## config.mk

```make
export PLATFORM = sky130hd
export DESIGN_NAME = step_phase_seq
export DESIGN_NICKNAME = d
export VERILOG_FILES = /design/src/rtl/stepseq_pkg.sv /design/src/rtl/stepseq_qrom.sv /design/src/rtl/stepseq_cfg_latch.sv /design/src/rtl/stepseq_phase.sv /design/src/rtl/stepseq_drive.sv /design/src/rtl/step_phase_seq.sv
export SDC_FILE = /design/constraint.sdc
export NUM_CORES = 1
export LEC_CHECK = 0
export ABC_AREA = 1
export CORE_ASPECT_RATIO = 0.5
export CORE_MARGIN = 5
export CORE_UTILIZATION = 60
export DETAILED_ROUTE_END_ITERATION = 16
export DONT_BUFFER_PORTS = 1
export GPL_TIMING_DRIVEN = 0
export HOLD_SLACK_MARGIN = 0.05
export PLACE_DENSITY = 0.76
export SYNTH_ARGS = -nofsm -noshare
export SYNTH_HDL_FRONTEND = slang
export SYNTH_SLANG_ARGS = --single-unit
```

## constraint.sdc

```tcl
create_clock -name clk -period 7 [get_ports clk]
set_clock_uncertainty 0.1 [all_clocks]
set_input_delay 1.75 -clock clk [delete_from_list [all_inputs] [get_ports clk]]
set_output_delay 1.75 -clock clk [all_outputs]
set_load 0.01 [all_outputs]
```

## src/rtl/stepseq_pkg.sv

```systemverilog
package stepseq_pkg;

  typedef enum logic [2:0] {
    EXC_TWO          = 3'd0,
    EXC_HALF_FT      = 3'd1,
    EXC_HALF         = 3'd2,
    EXC_MICRO_FINE   = 3'd3,
    EXC_MICRO_COARSE = 3'd4
  } exc_mode_e;

  function automatic logic mode_code_ok(input logic [2:0] code);
    return code <= 3'd4;
  endfunction

  function automatic logic mode_is_coarse(input exc_mode_e m);
    return (m == EXC_TWO) || (m == EXC_HALF_FT) || (m == EXC_HALF);
  endfunction

  function automatic logic mode_full_torque(input exc_mode_e m);
    return (m == EXC_TWO) || (m == EXC_HALF_FT);
  endfunction

endpackage

```

## src/rtl/stepseq_qrom.sv

```systemverilog
module stepseq_qrom #(
  parameter int QB = 6,
  parameter int MW = 8
) (
  input  logic          clk,
  input  logic [QB:0]   addr_i,
  output logic [MW-1:0] mag_o
);
  localparam int QTR  = 1 << QB;
  localparam int HALF = 2 * QTR;
  localparam int FULL = (1 << MW) - 1;

  function automatic logic [MW-1:0] qval(input int u);
    longint num;
    longint den;
    den = longint'(5 * HALF * HALF / 4) - longint'(u * (HALF - u));
    num = longint'(FULL) * 4 * longint'(u) * longint'(HALF - u);
    return MW'((num + den / 2) / den);
  endfunction

  logic [MW-1:0] mem [0:QTR];

  initial begin
    for (int i = 0; i <= QTR; i++) mem[i] = qval(i);
  end

  always_ff @(posedge clk) begin
    mag_o <= mem[addr_i];
  end
endmodule

```

## src/rtl/stepseq_cfg_latch.sv

```systemverilog
module stepseq_cfg_latch
  import stepseq_pkg::*;
(
  input  logic       clk,
  input  logic       rst,
  input  logic       step_i,
  input  logic       strobe_i,
  input  logic [2:0] cfg_mode_i,
  input  logic       cfg_ccw_i,
  input  logic       cfg_hold_i,
  input  logic       cfg_zero_i,
  input  logic       cfg_oe_i,
  output logic       step_evt_o,
  output exc_mode_e  pend_mode_o,
  output logic       pend_ccw_o,
  output logic       zero_now_o,
  output logic       zero_q_o,
  output logic       hold_q_o,
  output logic       oe_q_o,
  output logic       stb_rise_o
);
  logic      stb_q;
  logic      int_lvl;
  logic      int_nxt;
  logic      hold_r;
  logic      zero_r;
  logic      oe_r;
  logic      ccw_r;
  exc_mode_e mode_r;

  assign stb_rise_o = strobe_i & ~stb_q;
  assign int_nxt    = hold_r ? int_lvl : step_i;
  assign step_evt_o = int_nxt & ~int_lvl;
  assign zero_now_o = stb_rise_o ? cfg_zero_i : zero_r;

  always_ff @(posedge clk) begin
    if (rst) begin
      stb_q   <= 1'b0;
      int_lvl <= 1'b0;
      hold_r  <= 1'b0;
      zero_r  <= 1'b0;
      oe_r    <= 1'b0;
      ccw_r   <= 1'b0;
      mode_r  <= EXC_MICRO_FINE;
    end else begin
      stb_q   <= strobe_i;
      int_lvl <= int_nxt;
      if (stb_rise_o) begin
        hold_r <= cfg_hold_i;
        zero_r <= cfg_zero_i;
        oe_r   <= cfg_oe_i;
        ccw_r  <= cfg_ccw_i;
        if (mode_code_ok(cfg_mode_i)) mode_r <= exc_mode_e'(cfg_mode_i);
      end
    end
  end

  assign pend_mode_o = mode_r;
  assign pend_ccw_o  = ccw_r;
  assign zero_q_o    = zero_r;
  assign hold_q_o    = hold_r;
  assign oe_q_o      = oe_r;
endmodule

```

## src/rtl/stepseq_phase.sv

```systemverilog
module stepseq_phase
  import stepseq_pkg::*;
#(
  parameter int PW = 8
) (
  input  logic          clk,
  input  logic          rst,
  input  logic          step_evt_i,
  input  logic          zero_i,
  input  exc_mode_e     pend_mode_i,
  input  logic          pend_ccw_i,
  output logic [PW-1:0] pos_o,
  output exc_mode_e     act_mode_o
);
  localparam int QB = PW - 2;
  localparam logic [PW-1:0] ST_FINE   = PW'(1 << (PW - 8));
  localparam logic [PW-1:0] ST_COARSE = PW'(2 << (PW - 8));
  localparam logic [PW-1:0] ST_HALF   = PW'(1 << (PW - 3));
  localparam logic [PW-1:0] ST_TWO    = PW'(1 << (PW - 2));
  localparam logic [QB-1:0] MID       = QB'(1 << (QB - 1));

  logic [PW-1:0] pos_q;
  logic [PW-1:0] pos_nxt;
  logic [PW-1:0] stp;
  exc_mode_e     act_q;
  logic [1:0]    quad;
  logic [1:0]    land_q;
  logic [QB-1:0] low;
  logic          on_grid;
  logic          need_land;

  assign quad = pos_q[PW-1:QB];
  assign low  = pos_q[QB-1:0];

  always_comb begin
    case (pend_mode_i)
      EXC_TWO:          stp = ST_TWO;
      EXC_HALF_FT,
      EXC_HALF:         stp = ST_HALF;
      EXC_MICRO_COARSE: stp = ST_COARSE;
      default:          stp = ST_FINE;
    endcase
  end

  always_comb begin
    case (pend_mode_i)
      EXC_TWO:     on_grid = (low == MID);
      EXC_HALF_FT,
      EXC_HALF:    on_grid = (low[QB-2:0] == '0);
      default:     on_grid = 1'b1;
    endcase
  end

  assign need_land = mode_is_coarse(pend_mode_i) &&
                     ((pend_mode_i != act_q) || !on_grid) && (low != MID);

  always_comb begin
    if (!pend_ccw_i) land_q = (low < MID) ? quad : quad + 2'd1;
    else             land_q = (low > MID) ? quad : quad - 2'd1;
    if (need_land)       pos_nxt = {land_q, MID};
    else if (pend_ccw_i) pos_nxt = pos_q - stp;
    else                 pos_nxt = pos_q + stp;
  end

  always_ff @(posedge clk) begin
    if (rst) begin
      pos_q <= '0;
      act_q <= EXC_MICRO_FINE;
    end else if (zero_i) begin
      pos_q <= '0;
    end else if (step_evt_i) begin
      pos_q <= pos_nxt;
      act_q <= pend_mode_i;
    end
  end

  assign pos_o      = pos_q;
  assign act_mode_o = act_q;
endmodule

```

## src/rtl/stepseq_drive.sv

```systemverilog
module stepseq_drive
  import stepseq_pkg::*;
#(
  parameter int PW   = 8,
  parameter int AMPW = 9
) (
  input  logic                 clk,
  input  logic                 rst,
  input  logic [PW-1:0]        pos_i,
  input  exc_mode_e            act_mode_i,
  input  logic                 oe_i,
  output logic [1:0][AMPW-1:0] coil_o,
  output logic                 hiz_o
);
  localparam int QB  = PW - 2;
  localparam int QTR = 1 << QB;
  localparam int MW  = AMPW - 1;
  localparam logic signed [AMPW-1:0] FULL = AMPW'((1 << MW) - 1);
  localparam logic [QB:0]   QTR_A = (QB+1)'(QTR);
  localparam logic [QB-1:0] MID   = QB'(1 << (QB - 1));

  logic diag_d;

  always_ff @(posedge clk) begin
    if (rst) diag_d <= 1'b0;
    else     diag_d <= mode_full_torque(act_mode_i) && (pos_i[QB-1:0] == MID);
  end

  for (genvar c = 0; c < 2; c++) begin : g_coil
    logic [PW-1:0]          ph;
    logic [QB:0]            addr;
    logic [MW-1:0]          mag_rd;
    logic                   neg_d;
    logic signed [AMPW-1:0] mag_s;
    logic [AMPW-1:0]        out_q;

    assign ph   = pos_i + ((c == 0) ? PW'(QTR) : PW'(0));
    assign addr = ph[QB] ? (QTR_A - {1'b0, ph[QB-1:0]}) : {1'b0, ph[QB-1:0]};

    stepseq_qrom #(.QB(QB), .MW(MW)) u_rom (
      .clk    (clk),
      .addr_i (addr),
      .mag_o  (mag_rd)
    );

    assign mag_s = diag_d ? FULL : $signed({1'b0, mag_rd});

    always_ff @(posedge clk) begin
      if (rst) begin
        neg_d <= 1'b0;
        out_q <= (c == 0) ? FULL : '0;
      end else begin
        neg_d <= ph[PW-1];
        out_q <= neg_d ? -mag_s : mag_s;
      end
    end

    assign coil_o[c] = out_q;
  end

  always_ff @(posedge clk) begin
    if (rst) hiz_o <= 1'b1;
    else     hiz_o <= ~oe_i;
  end
endmodule

```

## src/rtl/step_phase_seq.sv

```systemverilog
module step_phase_seq
  import stepseq_pkg::*;
#(
  parameter int PW   = 8,
  parameter int AMPW = 9
) (
  input  logic                   clk,
  input  logic                   rst,
  input  logic                   step_i,
  input  logic                   strobe_i,
  input  logic [2:0]             cfg_mode_i,
  input  logic                   cfg_ccw_i,
  input  logic                   cfg_hold_i,
  input  logic                   cfg_zero_i,
  input  logic                   cfg_oe_i,
  output logic signed [AMPW-1:0] coil_a_o,
  output logic signed [AMPW-1:0] coil_b_o,
  output logic                   hiz_o
);
  logic                 step_evt_w;
  exc_mode_e            pend_mode_w;
  exc_mode_e            act_mode_w;
  logic                 pend_ccw_w;
  logic                 zero_now_w;
  logic                 zero_q_w;
  logic                 hold_q_w;
  logic                 oe_q_w;
  logic                 stb_rise_w;
  logic [PW-1:0]        pos_w;
  logic [1:0][AMPW-1:0] coil_w;

  stepseq_cfg_latch u_cfg (
    .clk         (clk),
    .rst         (rst),
    .step_i      (step_i),
    .strobe_i    (strobe_i),
    .cfg_mode_i  (cfg_mode_i),
    .cfg_ccw_i   (cfg_ccw_i),
    .cfg_hold_i  (cfg_hold_i),
    .cfg_zero_i  (cfg_zero_i),
    .cfg_oe_i    (cfg_oe_i),
    .step_evt_o  (step_evt_w),
    .pend_mode_o (pend_mode_w),
    .pend_ccw_o  (pend_ccw_w),
    .zero_now_o  (zero_now_w),
    .zero_q_o    (zero_q_w),
    .hold_q_o    (hold_q_w),
    .oe_q_o      (oe_q_w),
    .stb_rise_o  (stb_rise_w)
  );

  stepseq_phase #(.PW(PW)) u_phase (
    .clk         (clk),
    .rst         (rst),
    .step_evt_i  (step_evt_w),
    .zero_i      (zero_now_w),
    .pend_mode_i (pend_mode_w),
    .pend_ccw_i  (pend_ccw_w),
    .pos_o       (pos_w),
    .act_mode_o  (act_mode_w)
  );

  stepseq_drive #(.PW(PW), .AMPW(AMPW)) u_drive (
    .clk        (clk),
    .rst        (rst),
    .pos_i      (pos_w),
    .act_mode_i (act_mode_w),
    .oe_i       (oe_q_w),
    .coil_o     (coil_w),
    .hiz_o      (hiz_o)
  );

  assign coil_a_o = $signed(coil_w[0]);
  assign coil_b_o = $signed(coil_w[1]);
endmodule

```

==> impl_metrics.tcl, run 1 <==
set metrics [dict create \
    power.density_nw_per_um2 362 \
    htreeDepth 3 \
    antenna_found_initial 0 \
    synth_area_leaders "dfxtp_1 26%, nand2_1 23%, ha_1 9.4%" \
    start_util_pct 61.6 \
    crit_required_ps 7110 \
    viasPerCell 5.59 \
    critPathBufInv 2 \
    ir_drop_v 0.000145 \
    io_pins 30 \
    fp.dieH_um 71.3 \
    crit_path_top_delay_cell "dfxtp_1" \
    path_cells "inv_1, buf_2, ha_1, nand2_1, o21ai_1, ha_1, nand3_1, nand2_1, nand2_1, o21ai_0, nand2_1, nand2_1, nand2_1, nand2_1" \
    cts_tree "done" \
    final_common_cell "nand2_1" \
    synth-main-ff-cell "dfxtp_1" \
    clockPowerShare_pct 24.2 \
    power.share.switching_pct 44.2 \
    nFillCells 701 \
    ys_ff_latch 58 \
    crit_fanout 19 \
    first_pass_iters 5 \
    slew_violations 0 \
    port_buffers 0 \
    hold_class "reg2reg" \
    wl_um 12300 \
    fin_setup_tns_ps 0 \
    synth_area_per_cell_um2 6.03 \
    min_period_over_period_pct 47.9 \
    r2r-end "u_drive.g_coil[1].u_rom.mag_o[2]$_SDFF_PP1_" \
    core_um2 7320 \
    crit_top_cell "nand2_1" \
    synthCells 747 \
    grt.overflow.total 0 \
    cp.depth 14 \
    rr_startpoint "u_phase.pos_o[0]$_SDFFE_PP0P_" \
    post-route-drc-count 0 \
    combPwrFrac_pct 48.6 \
    setup_violations 0 \
    design_area_um2 4930 \
    period_needed_ps 3350 \
    min-delay-start "u_cfg.oe_q_o$_SDFFE_PP0P_" \
    cts-root-buf "clkbuf_16" \
    gp_congestion 0.976 \
    max_stage_delay_ps 690 \
    crit_type "reg2reg" \
    cts_buffers 9 \
    clockBufferDepth 2 \
    synth.largest_area_cell "dfxtp_1" \
    p_leak_nw 2.65 \
    drv_cap 0 \
    intPower_w 0.000996 \
    grt_pass1_wl_um 20300 \
    wl_per_cell_um 14.4 \
    ys_warn_count 0 \
    holdBufCountCts 0 \
    worstRegToRegCells 14 \
    cp-end-kind "flop" \
    die_w_um 133 \
    synthesis.area_um2 4510 \
    start_kind "flop" \
    final_antenna_net_count 0 \
    yosys.area.top_type_share_pct 25.8 \
    max_freq_ghz 0.298 \
    post-dp-hpwl_um 9330 \
    dpl_cell_area_um2 4630 \
    syn_nets 793 \
    slew_headroom_pct 37.7 \
    hold_depth 1 \
    drt_iter0_markers 660 \
    hold_violations 0 \
    grt_max_degree 20 \
    layout.nets 804 \
    outcome "finished, final reports clean" \
    die-area_um2 9450 \
    clkLatencyLatePin_ps 320 \
    seq_power_share_pct 27.2 \
    holdPathEnd "u_drive.hiz_o$_SDFF_PP1_" \
    netSwitchingPower_w 0.000788 \
    clk_pin_slew_worst_paths_ps 50 \
    cts_resized 0 \
    num_antenna_cells 0 \
    vias 4806 \
    grt_use_total_pct 26.4 \
    post_route_cells_drive_above_1_share_pct 6.95 \
    async_flop_share_pct 0 \
    reg2reg_setup_slack_ps 3650 \
    cp_top_family "adder cells" \
    fp-row-count 22 \
    cp_data_arrival_time_ps 3460 \
    area_growth_pct 9.44 \
    worst_pin_slew_ps 925 \
    numClockSinks 58 \
    ys_seq_area_share_pct 25.8 \
    synth.distinct_cells 35 \
    grt_pass1_vias 4170 \
    final_cell_mix "278 x nand2_1, 75 x nor2_1, 74 x nand3_1" \
    rsz0062_at_grt "no" \
    synth-edff-count 0 \
    postCtsSetupRepairBufs 0 \
]
## cells by family (layout without fill, tap and decap cells)
| logic type | after synthesis | after routing | share of synthesized area, % |
|---|---|---|---|
| AO/OA/AOI/OAI | 92 | 92 | 11.0 |
| XOR/XNOR | 8 | 8 | 1.55 |
| adder cells (fa/ha/maj) | 35 | 35 | 9.88 |
| buffers and inverters | 92 | 108 | 8.86 |
| flip-flops | 58 | 58 | 25.8 |
| multiplexers | 1 | 1 | 0.222 |
| AND/OR/NAND/NOR | 461 | 461 | 42.7 |
## how the worst max path moves through the flow
| stage | endpoint | slack [ps] | from |
|---|---|---|---|
| finish | u_drive.g_coil[1].u_rom.mag_o[2]$_SDFF_PP1_ | 3650 | u_phase.pos_o[0]$_SDFFE_PP0P_ |
| global route | u_drive.g_coil[1].u_rom.mag_o[2]$_SDFF_PP1_ | 3470 | u_phase.pos_o[0]$_SDFFE_PP0P_ |
| CTS | u_drive.g_coil[1].u_rom.mag_o[2]$_SDFF_PP1_ | 3740 | u_phase.pos_o[0]$_SDFFE_PP0P_ |
| detailed placement | u_phase.pos_o[2]$_SDFFE_PP0P_ | 3690 | strobe_i |
| global placement | u_phase.pos_o[3]$_SDFFE_PP0P_ | 3700 | strobe_i |
| floorplan | u_phase.pos_o[3]$_SDFFE_PP0P_ | 4080 | strobe_i |
## power groups by stage
stage,clock network [W],logic [W],registers (W)
global route,0.000455,0.000988,0.000492
finish,0.000432,0.000867,0.000485
global placement,0,0.000829,0.000488
floorplan,0,0.000658,0.000465
CTS,0.000437,0.000846,0.000484
detailed placement,0,0.000838,0.000489
## layout make-up
cell class | count | area [um2] | area share (%)
plain buffers | 22 | 136 | 2.77
flip-flops and latches | 58 | 1160 | 23.5
clock inverters | 5 | 52.6 | 1.07
well taps | 96 | 120 | 2.44
multi-input cells | 597 | 2950 | 59.7
inverters | 70 | 263 | 5.33
clock buffers | 11 | 253 | 5.12
## worst reg2reg max path, delay by kind of cell (launching register included)
family | cells | cell delay (ps)
buffers and inverters | 2 | 470
flip-flops | 1 | 690
AO/OA/AOI/OAI | 2 | 510
AND/OR/NAND/NOR | 8 | 660
adder cells (fa/ha/maj) | 2 | 810
## synthesized netlist by cell type, types with 2 or more instances
cell type / instances
buf_2: 10
inv_1: 66
nor3_1: 8
o21ai_0: 38
xnor2_1: 4
o2111ai_1: 2
nand4_1: 6
o21a_1: 2
nor4_1: 2
a21oi_1: 37
xor2_1: 4
clkinv_1: 2
o21ai_1: 4
or2_2: 3
nand3_1: 74
nand2_1: 278
inv_2: 2
buf_6: 3
dfxtp_1: 58
o21ai_2: 2
nand3b_1: 2
nor2_1: 75
ha_1: 34
a21o_1: 2
clkbuf_1: 4
nand2_2: 6
nand3_2: 4
buf_4: 5
o211ai_1: 4
## metal layers
layer	global-route usage [%]	wire, um
met3	6.17	1230
met2	39.9	5130
met1	38.7	5900
met4	5.41	75
met5	0	0
## state kept, by name (all words and copies together) (netlist names), 2 cells and up
| name | flops |
|---|---|
| u_drive.g_coil.out_q | 18 |
| u_cfg.pend_mode_o | 3 |
| u_phase.act_mode_o | 3 |
| u_phase.pos_o | 8 |
| u_drive.g_coil.u_rom.mag_o | 16 |
| u_drive.g_coil.neg_d | 2 |
## through the flow
| step | std cells | power, W | hold WS, ps | setup slack (ps) | utilization [%] |
|---|---|---|---|---|---|
| finish | 859 | 0.00178 | 285 | 3650 | 67.4 |
| global route | 859 | 0.00193 | 293 | 3470 | 67.4 |
| CTS | 859 | 0.00177 | 286 | 3740 | 67.4 |
| detailed placement | 843 | 0.00133 | 275 | 3690 | 63.2 |
| global placement | 843 | 0.00132 | 266 | 3700 | 63.2 |
| floorplan | 747 | 0.00112 | 263 | 4080 | - |
Power figures use the tool's default switching activity.
==> run 2, diff against run 1 <==
--- a/config.mk
+++ b/config.mk
@@ -5,7 +5,7 @@
 export SDC_FILE = /design/constraint.sdc
 export NUM_CORES = 1
 export LEC_CHECK = 0
-export ABC_AREA = 1
+export ABC_AREA = 0
 export CORE_ASPECT_RATIO = 0.5
 export CORE_MARGIN = 5
 export CORE_UTILIZATION = 60
==> constraint.sdc (replaced) <==
create_clock -name clk -period 3.32 [get_ports clk]
set_clock_uncertainty 0.1 [all_clocks]
set_input_delay 0.83 -clock clk [delete_from_list [all_inputs] [get_ports clk]]
set_output_delay 0.83 -clock clk [all_outputs]
set_load 0.01 [all_outputs]
==> impl_metrics.tcl, run 2 <==
set metrics [dict create \
    cts_tree "done" \
    clk_pin_slew_worst_paths_ps 50 \
    seq_power_share_pct 33.1 \
    cts_buffers 9 \
    finalNonFillerCells 638 \
    netSwitchingPower_w 0.00115 \
    synth-main-ff-cell "dfxtp_1" \
    regMostFlops "u_drive.g_coil.out_q" \
    area_growth_pct 10.3 \
    holdBufCountCts 0 \
    antenna_found_initial 0 \
    synth-xor-area-share_pct 5.65 \
    min_period_over_period_pct 94.7 \
    cts-root-buf "clkbuf_16" \
    hold_class "reg2reg" \
    setup_violations 0 \
    first_pass_iters 5 \
    final_common_cell "nor2_1" \
    power.share.switching_pct 38.7 \
    synth_top_family_by_area "compound AO/OA/AOI/OAI gates" \
    port_buffers 0 \
    synth-edff-count 0 \
    core_um2 6730 \
    drt_iter0_markers 512 \
    max_freq_ghz 0.318 \
    hold_violations 0 \
    synthSimpleGateAreaFrac_pct 20.2 \
    synth.largest_area_cell "dfxtp_1" \
    slew_headroom_pct 52.3 \
    async_flop_share_pct 0 \
    p_leak_nw 1.81 \
    grt.overflow.total 0 \
    yosys.area.top_type_share_pct 27.8 \
    num_antenna_cells 0 \
    synthesis.area_um2 4180 \
    synth_area_leaders "dfxtp_1 28%, ha_1 10%, nor2_1 5.7%" \
    start_util_pct 62.2 \
    numClockSinks 58 \
    multi_input_area_um2 2830 \
    die-area_um2 8840 \
    final_antenna_net_count 0 \
    combPwrFrac_pct 40.1 \
    post_route_cells_drive_above_1_share_pct 10.3 \
    intPower_w 0.00183 \
    htreeDepth 3 \
    ys_seq_area_share_pct 27.8 \
    reg2reg_setup_slack_ps 180 \
    syn_nets 576 \
    clockPowerShare_pct 26.7 \
    outcome "finished, final reports clean" \
    synth_compound_area_share_pct 25.7 \
    ys_ff_latch 58 \
    crit_type "reg2reg" \
    clkLatencyLatePin_ps 320 \
    post-route-drc-count 0 \
    slew_violations 0 \
    synthTopCellsByCount "64 x nor2_1, 58 x dfxtp_1, 58 x nand2_1" \
    cp_data_arrival_time_ps 3270 \
    io_pins 30 \
    grt_max_degree 15 \
    fp-row-count 21 \
    crit_required_ps 3450 \
    dp_cells 622 \
    synth_area_per_cell_um2 7.89 \
    grt_pass1_wl_um 18500 \
    seq_area_um2 1160 \
    gp_congestion 0.977 \
    synth_mux_area_share_pct 4.87 \
    die_w_um 128 \
    final_cell_mix "64 x nor2_1, 58 x nand2_1, 57 x dfxtp_1" \
    period_needed_ps 3140 \
    power.total_w 0.00299 \
    start_kind "flop" \
    vias 4083 \
    clockBufferDepth 2 \
    wl_per_cell_um 17.5 \
    viasPerCell 6.40 \
    post-dp-hpwl_um 7900 \
    largest_reg_flops 18 \
    grt_pass1_vias 3771 \
    fp.dieH_um 69.1 \
    ys_warn_count 0 \
    drv_cap 0 \
    nFillCells 557 \
    cp-end-kind "flop" \
    power.density_nw_per_um2 647 \
    ir_drop_v 0.000282 \
    synth_adder_area_share_pct 10.6 \
    wl_um 11200 \
    crit_fanout 14 \
    grt_use_total_pct 25.1 \
    layout.nets 589 \
    synthCells 530 \
    synth.distinct_cells 67 \
    worst_pin_slew_ps 707 \
    synth.most_common_cell "nor2_1" \
]
[run 2: final timing paths]
check,start,to,cells past startpoint
worst min-delay path,u_cfg.oe_q_o$_SDFFE_PP0P_,u_drive.hiz_o$_SDFF_PP1_,1
worst max-delay path,u_phase.pos_o[0]$_SDFFE_PP0P_,u_drive.g_coil[1].u_rom.mag_o[4]$_SDFF_PP1_,13
worst max register to register,u_phase.pos_o[0]$_SDFFE_PP0P_,u_drive.g_coil[1].u_rom.mag_o[4]$_SDFF_PP1_,13
worst min register to register,u_cfg.oe_q_o$_SDFFE_PP0P_,u_drive.hiz_o$_SDFF_PP1_,1
[run 2: layer usage]
metal | routed length [um] | up-vias | GRT usage, %
li1 | - | 1943 | -
met1 | 5370 | 1881 | 37.2
met2 | 4640 | 231 | 36.7
met3 | 973 | 28 | 4.55
met4 | 199 | 0 | 7.65
met5 | 0 | - | 0
[run 2: cell type report]
class                           instances  share of cell area [%]
Inverter                               15                    1.33
Clock buffer                           10                    5.18
Tap cell                               92                    2.49
Clock inverter                          4                   0.434
Buffer                                 36                    3.69
Timing Repair Buffer                    2                   0.325
Sequential cell                        58                    25.2
Multi-Input combinational cell        421                    61.3
[run 2: logic make-up (layout without fill, tap and decap cells)]
| kind of cell | after synthesis | after routing |
|---|---|---|
| DFF | 58 | 58 |
| xor gates and xnor gates | 27 | 27 |
| adders and majority gates | 35 | 35 |
| AOI/OAI and AO/OA | 159 | 159 |
| muxes | 16 | 16 |
| buffers and inverters | 51 | 67 |
| and+or+nand+nor | 184 | 184 |
[run 2: critical path: stages, from the launching register on]
cell and delay (ps):
dfxtp_4 460, clkbuf_4 290, clkinvlp_4 150, ha_1 330, nand2_1 90, o21ai_2 140, clkinv_2 100, buf_4 180
ha_1 200, inv_1 60, mux4_2 470, o211ai_1 180, a21oi_1 60, a311oi_1 240
[run 2: timing repair]
item | in CTS | in global routing
gates resized for setup | 7 | 5
endpoints found under the setup margin | 24 | 6
setup buffers | 2 | 0
[run 2: power groups by stage]
stage	logic [W]	clock network, W	registers [W]
2_1_floorplan	0.000908	0	0.000953
3_3_place_gp	0.00113	0	0.000996
3_5_place_dp	0.00114	0	0.000997
4_1_cts	0.00116	0.000810	0.000985
5_1_grt	0.00133	0.000846	0.00100
6_report	0.00120	0.000798	0.000989
[run 2: stage by stage]
stage | area (um2) | setup WS [ps] | util (%) | setup TNS (ps) | hold slack, ps
after detailed placement | 4300 | -986 | 63.9 | -11960 | 303
after global placement | 4300 | -998 | 63.9 | -10590 | 268
final | 4610 | 177 | 68.6 | 0 | 305
after global routing | 4610 | -8.56 | 68.6 | -10.2 | 329
after CTS | 4590 | 77.4 | 68.3 | 0 | 312
after floorplan | 4190 | 56.0 | - | 0 | 258
==> run 3, diff against run 2 <==
--- a/config.mk
+++ b/config.mk
@@ -8,12 +8,11 @@
 export ABC_AREA = 0
 export CORE_ASPECT_RATIO = 0.5
 export CORE_MARGIN = 5
-export CORE_UTILIZATION = 60
+export CORE_UTILIZATION = 35
 export DETAILED_ROUTE_END_ITERATION = 16
 export DONT_BUFFER_PORTS = 1
 export GPL_TIMING_DRIVEN = 0
 export HOLD_SLACK_MARGIN = 0.05
-export PLACE_DENSITY = 0.76
 export SYNTH_ARGS = -nofsm -noshare
 export SYNTH_HDL_FRONTEND = slang
 export SYNTH_SLANG_ARGS = --single-unit
==> impl_metrics.tcl, run 3 (same netlist as run 2, synthesis figures left out) <==
set metrics [dict create \
    outcome "finished, final reports clean" \
    grt_use_total_pct 15.8 \
    htreeDepth 3 \
    regMostFlops "u_drive.g_coil.out_q" \
    slew_headroom_pct 52.9 \
    cp-end-kind "flop" \
    cts_tree "done" \
    grt_max_degree 15 \
    crit_fanout 14 \
    design_area_um2 4780 \
    intPower_w 0.00200 \
    layout.nets 589 \
    die_w_um 165 \
    viasPerCell 5.47 \
    clockBufferDepth 2 \
    timing.hold.ws_ps 279 \
    first_pass_iters 5 \
    hold_class "reg2reg" \
    clockPowerShare_pct 31.3 \
    post_route_cells_drive_above_1_share_pct 10.6 \
    max_stage_delay_ps 470 \
    hold_violations 0 \
    clk_pin_slew_worst_paths_ps 50 \
    largest_reg_flops 18 \
    cts-root-buf "clkbuf_16" \
    antenna_found_initial 0 \
    num_antenna_cells 0 \
    fin_setup_tns_ps 0 \
    wl_um 11000 \
    fp.dieH_um 87.3 \
    crit_path_top_delay_cell "dfxtp_4" \
    cts_buffers 9 \
    core_um2 11800 \
    power.share.switching_pct 36.9 \
    period_needed_ps 3100 \
    seq_power_share_pct 31.0 \
    clkLatencyLatePin_ps 320 \
    path_cells "clkbuf_4, clkinvlp_4, ha_1, nand2_1, o21ai_2, clkinv_2, buf_4, ha_1, inv_1, mux4_2, o211ai_1, a21oi_1, a311oi_1" \
    vias 3901 \
    slew_violations 0 \
    max_freq_ghz 0.322 \
    worst_pin_slew_ps 702 \
    final_antenna_net_count 0 \
    final_common_cell "nor2_1" \
    gp_congestion 0.909 \
    start_util_pct 35.5 \
    dpl_cell_area_um2 4390 \
    setup_violations 0 \
    final_cell_mix "64 x nor2_1, 58 x nand2_1, 57 x dfxtp_1" \
    cp_data_arrival_time_ps 3230 \
    min_period_over_period_pct 93.5 \
    crit_required_ps 3440 \
    crit_top_cell "ha_1" \
    p_leak_nw 1.83 \
    power.density_nw_per_um2 661 \
    start_kind "flop" \
    drt_iter0_markers 224 \
    io_pins 30 \
    holdBufCountCts 0 \
    grt.overflow.total 0 \
    fp-row-count 28 \
    die-area_um2 14400 \
    area_growth_pct 14.2 \
    post-dp-hpwl_um 7940 \
    crit_type "reg2reg" \
    power.total_w 0.00316 \
    post-route-drc-count 0 \
    numClockSinks 58 \
    ir_drop_v 0.000275 \
    grt_pass1_vias 3694 \
    netSwitchingPower_w 0.00117 \
    rsz0062_at_grt "no" \
    port_buffers 0 \
    wl_per_cell_um 15.4 \
    drv_cap 0 \
    combPwrFrac_pct 37.6 \
    grt_pass1_wl_um 18500 \
]
## run 3: final cells by class
type	instances	area [um2]
plain buffers	36	170
clock buffers	10	239
clock inverters	6	90.1
fillers	1205	6990
inverters	15	61.3
multi-input cells	421	2830
flip-flops and latches	58	1160
well taps	165	206
repair buffers	2	15.0
## run 3: final timing paths
path,slack [ps],endpoint,cells after the start,startpoint
setup / recovery,220,u_drive.g_coil[1].u_rom.mag_o[4]$_SDFF_PP1_,13,u_phase.pos_o[0]$_SDFFE_PP0P_
hold / removal,280,u_drive.hiz_o$_SDFF_PP1_,1,u_cfg.oe_q_o$_SDFFE_PP0P_
setup reg to reg,220,u_drive.g_coil[1].u_rom.mag_o[4]$_SDFF_PP1_,13,u_phase.pos_o[0]$_SDFFE_PP0P_
hold reg to reg,280,u_drive.hiz_o$_SDFF_PP1_,1,u_cfg.oe_q_o$_SDFFE_PP0P_
## run 3: through the flow
stage / util [%] / setup WS, ps / instances
floorplan: - / 56.0 / 530
global placement: 37.3 / -1170 / 695
detailed placement: 37.3 / -1050 / 695
CTS: 40.4 / 36.5 / 713
global route: 40.6 / 52.6 / 713
finish: 40.6 / 216 / 713
## run 3: power by group through the flow
stage / combinational (W) / sequential, W / clock, W
3_5_place_dp: 0.00114 / 0.000994 / 0
4_1_cts: 0.00116 / 0.000981 / 0.00101
6_report: 0.00119 / 0.000981 / 0.000990
5_1_grt: 0.00133 / 0.00100 / 0.00104
3_3_place_gp: 0.00115 / 0.000992 / 0
2_1_floorplan: 0.000908 / 0.000953 / 0
## run 3: worst max-delay path: cells and delay by family (launching register included)
kind / cells / cell delay (ps)
multiplexers: 1 / 460
buffers and inverters: 5 / 740
AO/OA/AOI/OAI: 4 / 650
flip-flops: 1 / 470
AND/OR/NAND/NOR: 1 / 90
adder cells (fa/ha/maj): 2 / 490
## run 3: timing repair
item,in CTS,in global routing
endpoints found under the setup margin,20,13
pin swaps,0,0
buffers inserted,2,0
resized for setup,6,7
## run 3: per-layer routing
metal	wire length, um	global-route usage (%)	up-vias
met1	5520	22.3	1814
li1	-	-	1955
met2	4710	24.1	113
met4	170	5.89	0
met5	0	0	-
met3	598	2.70	19
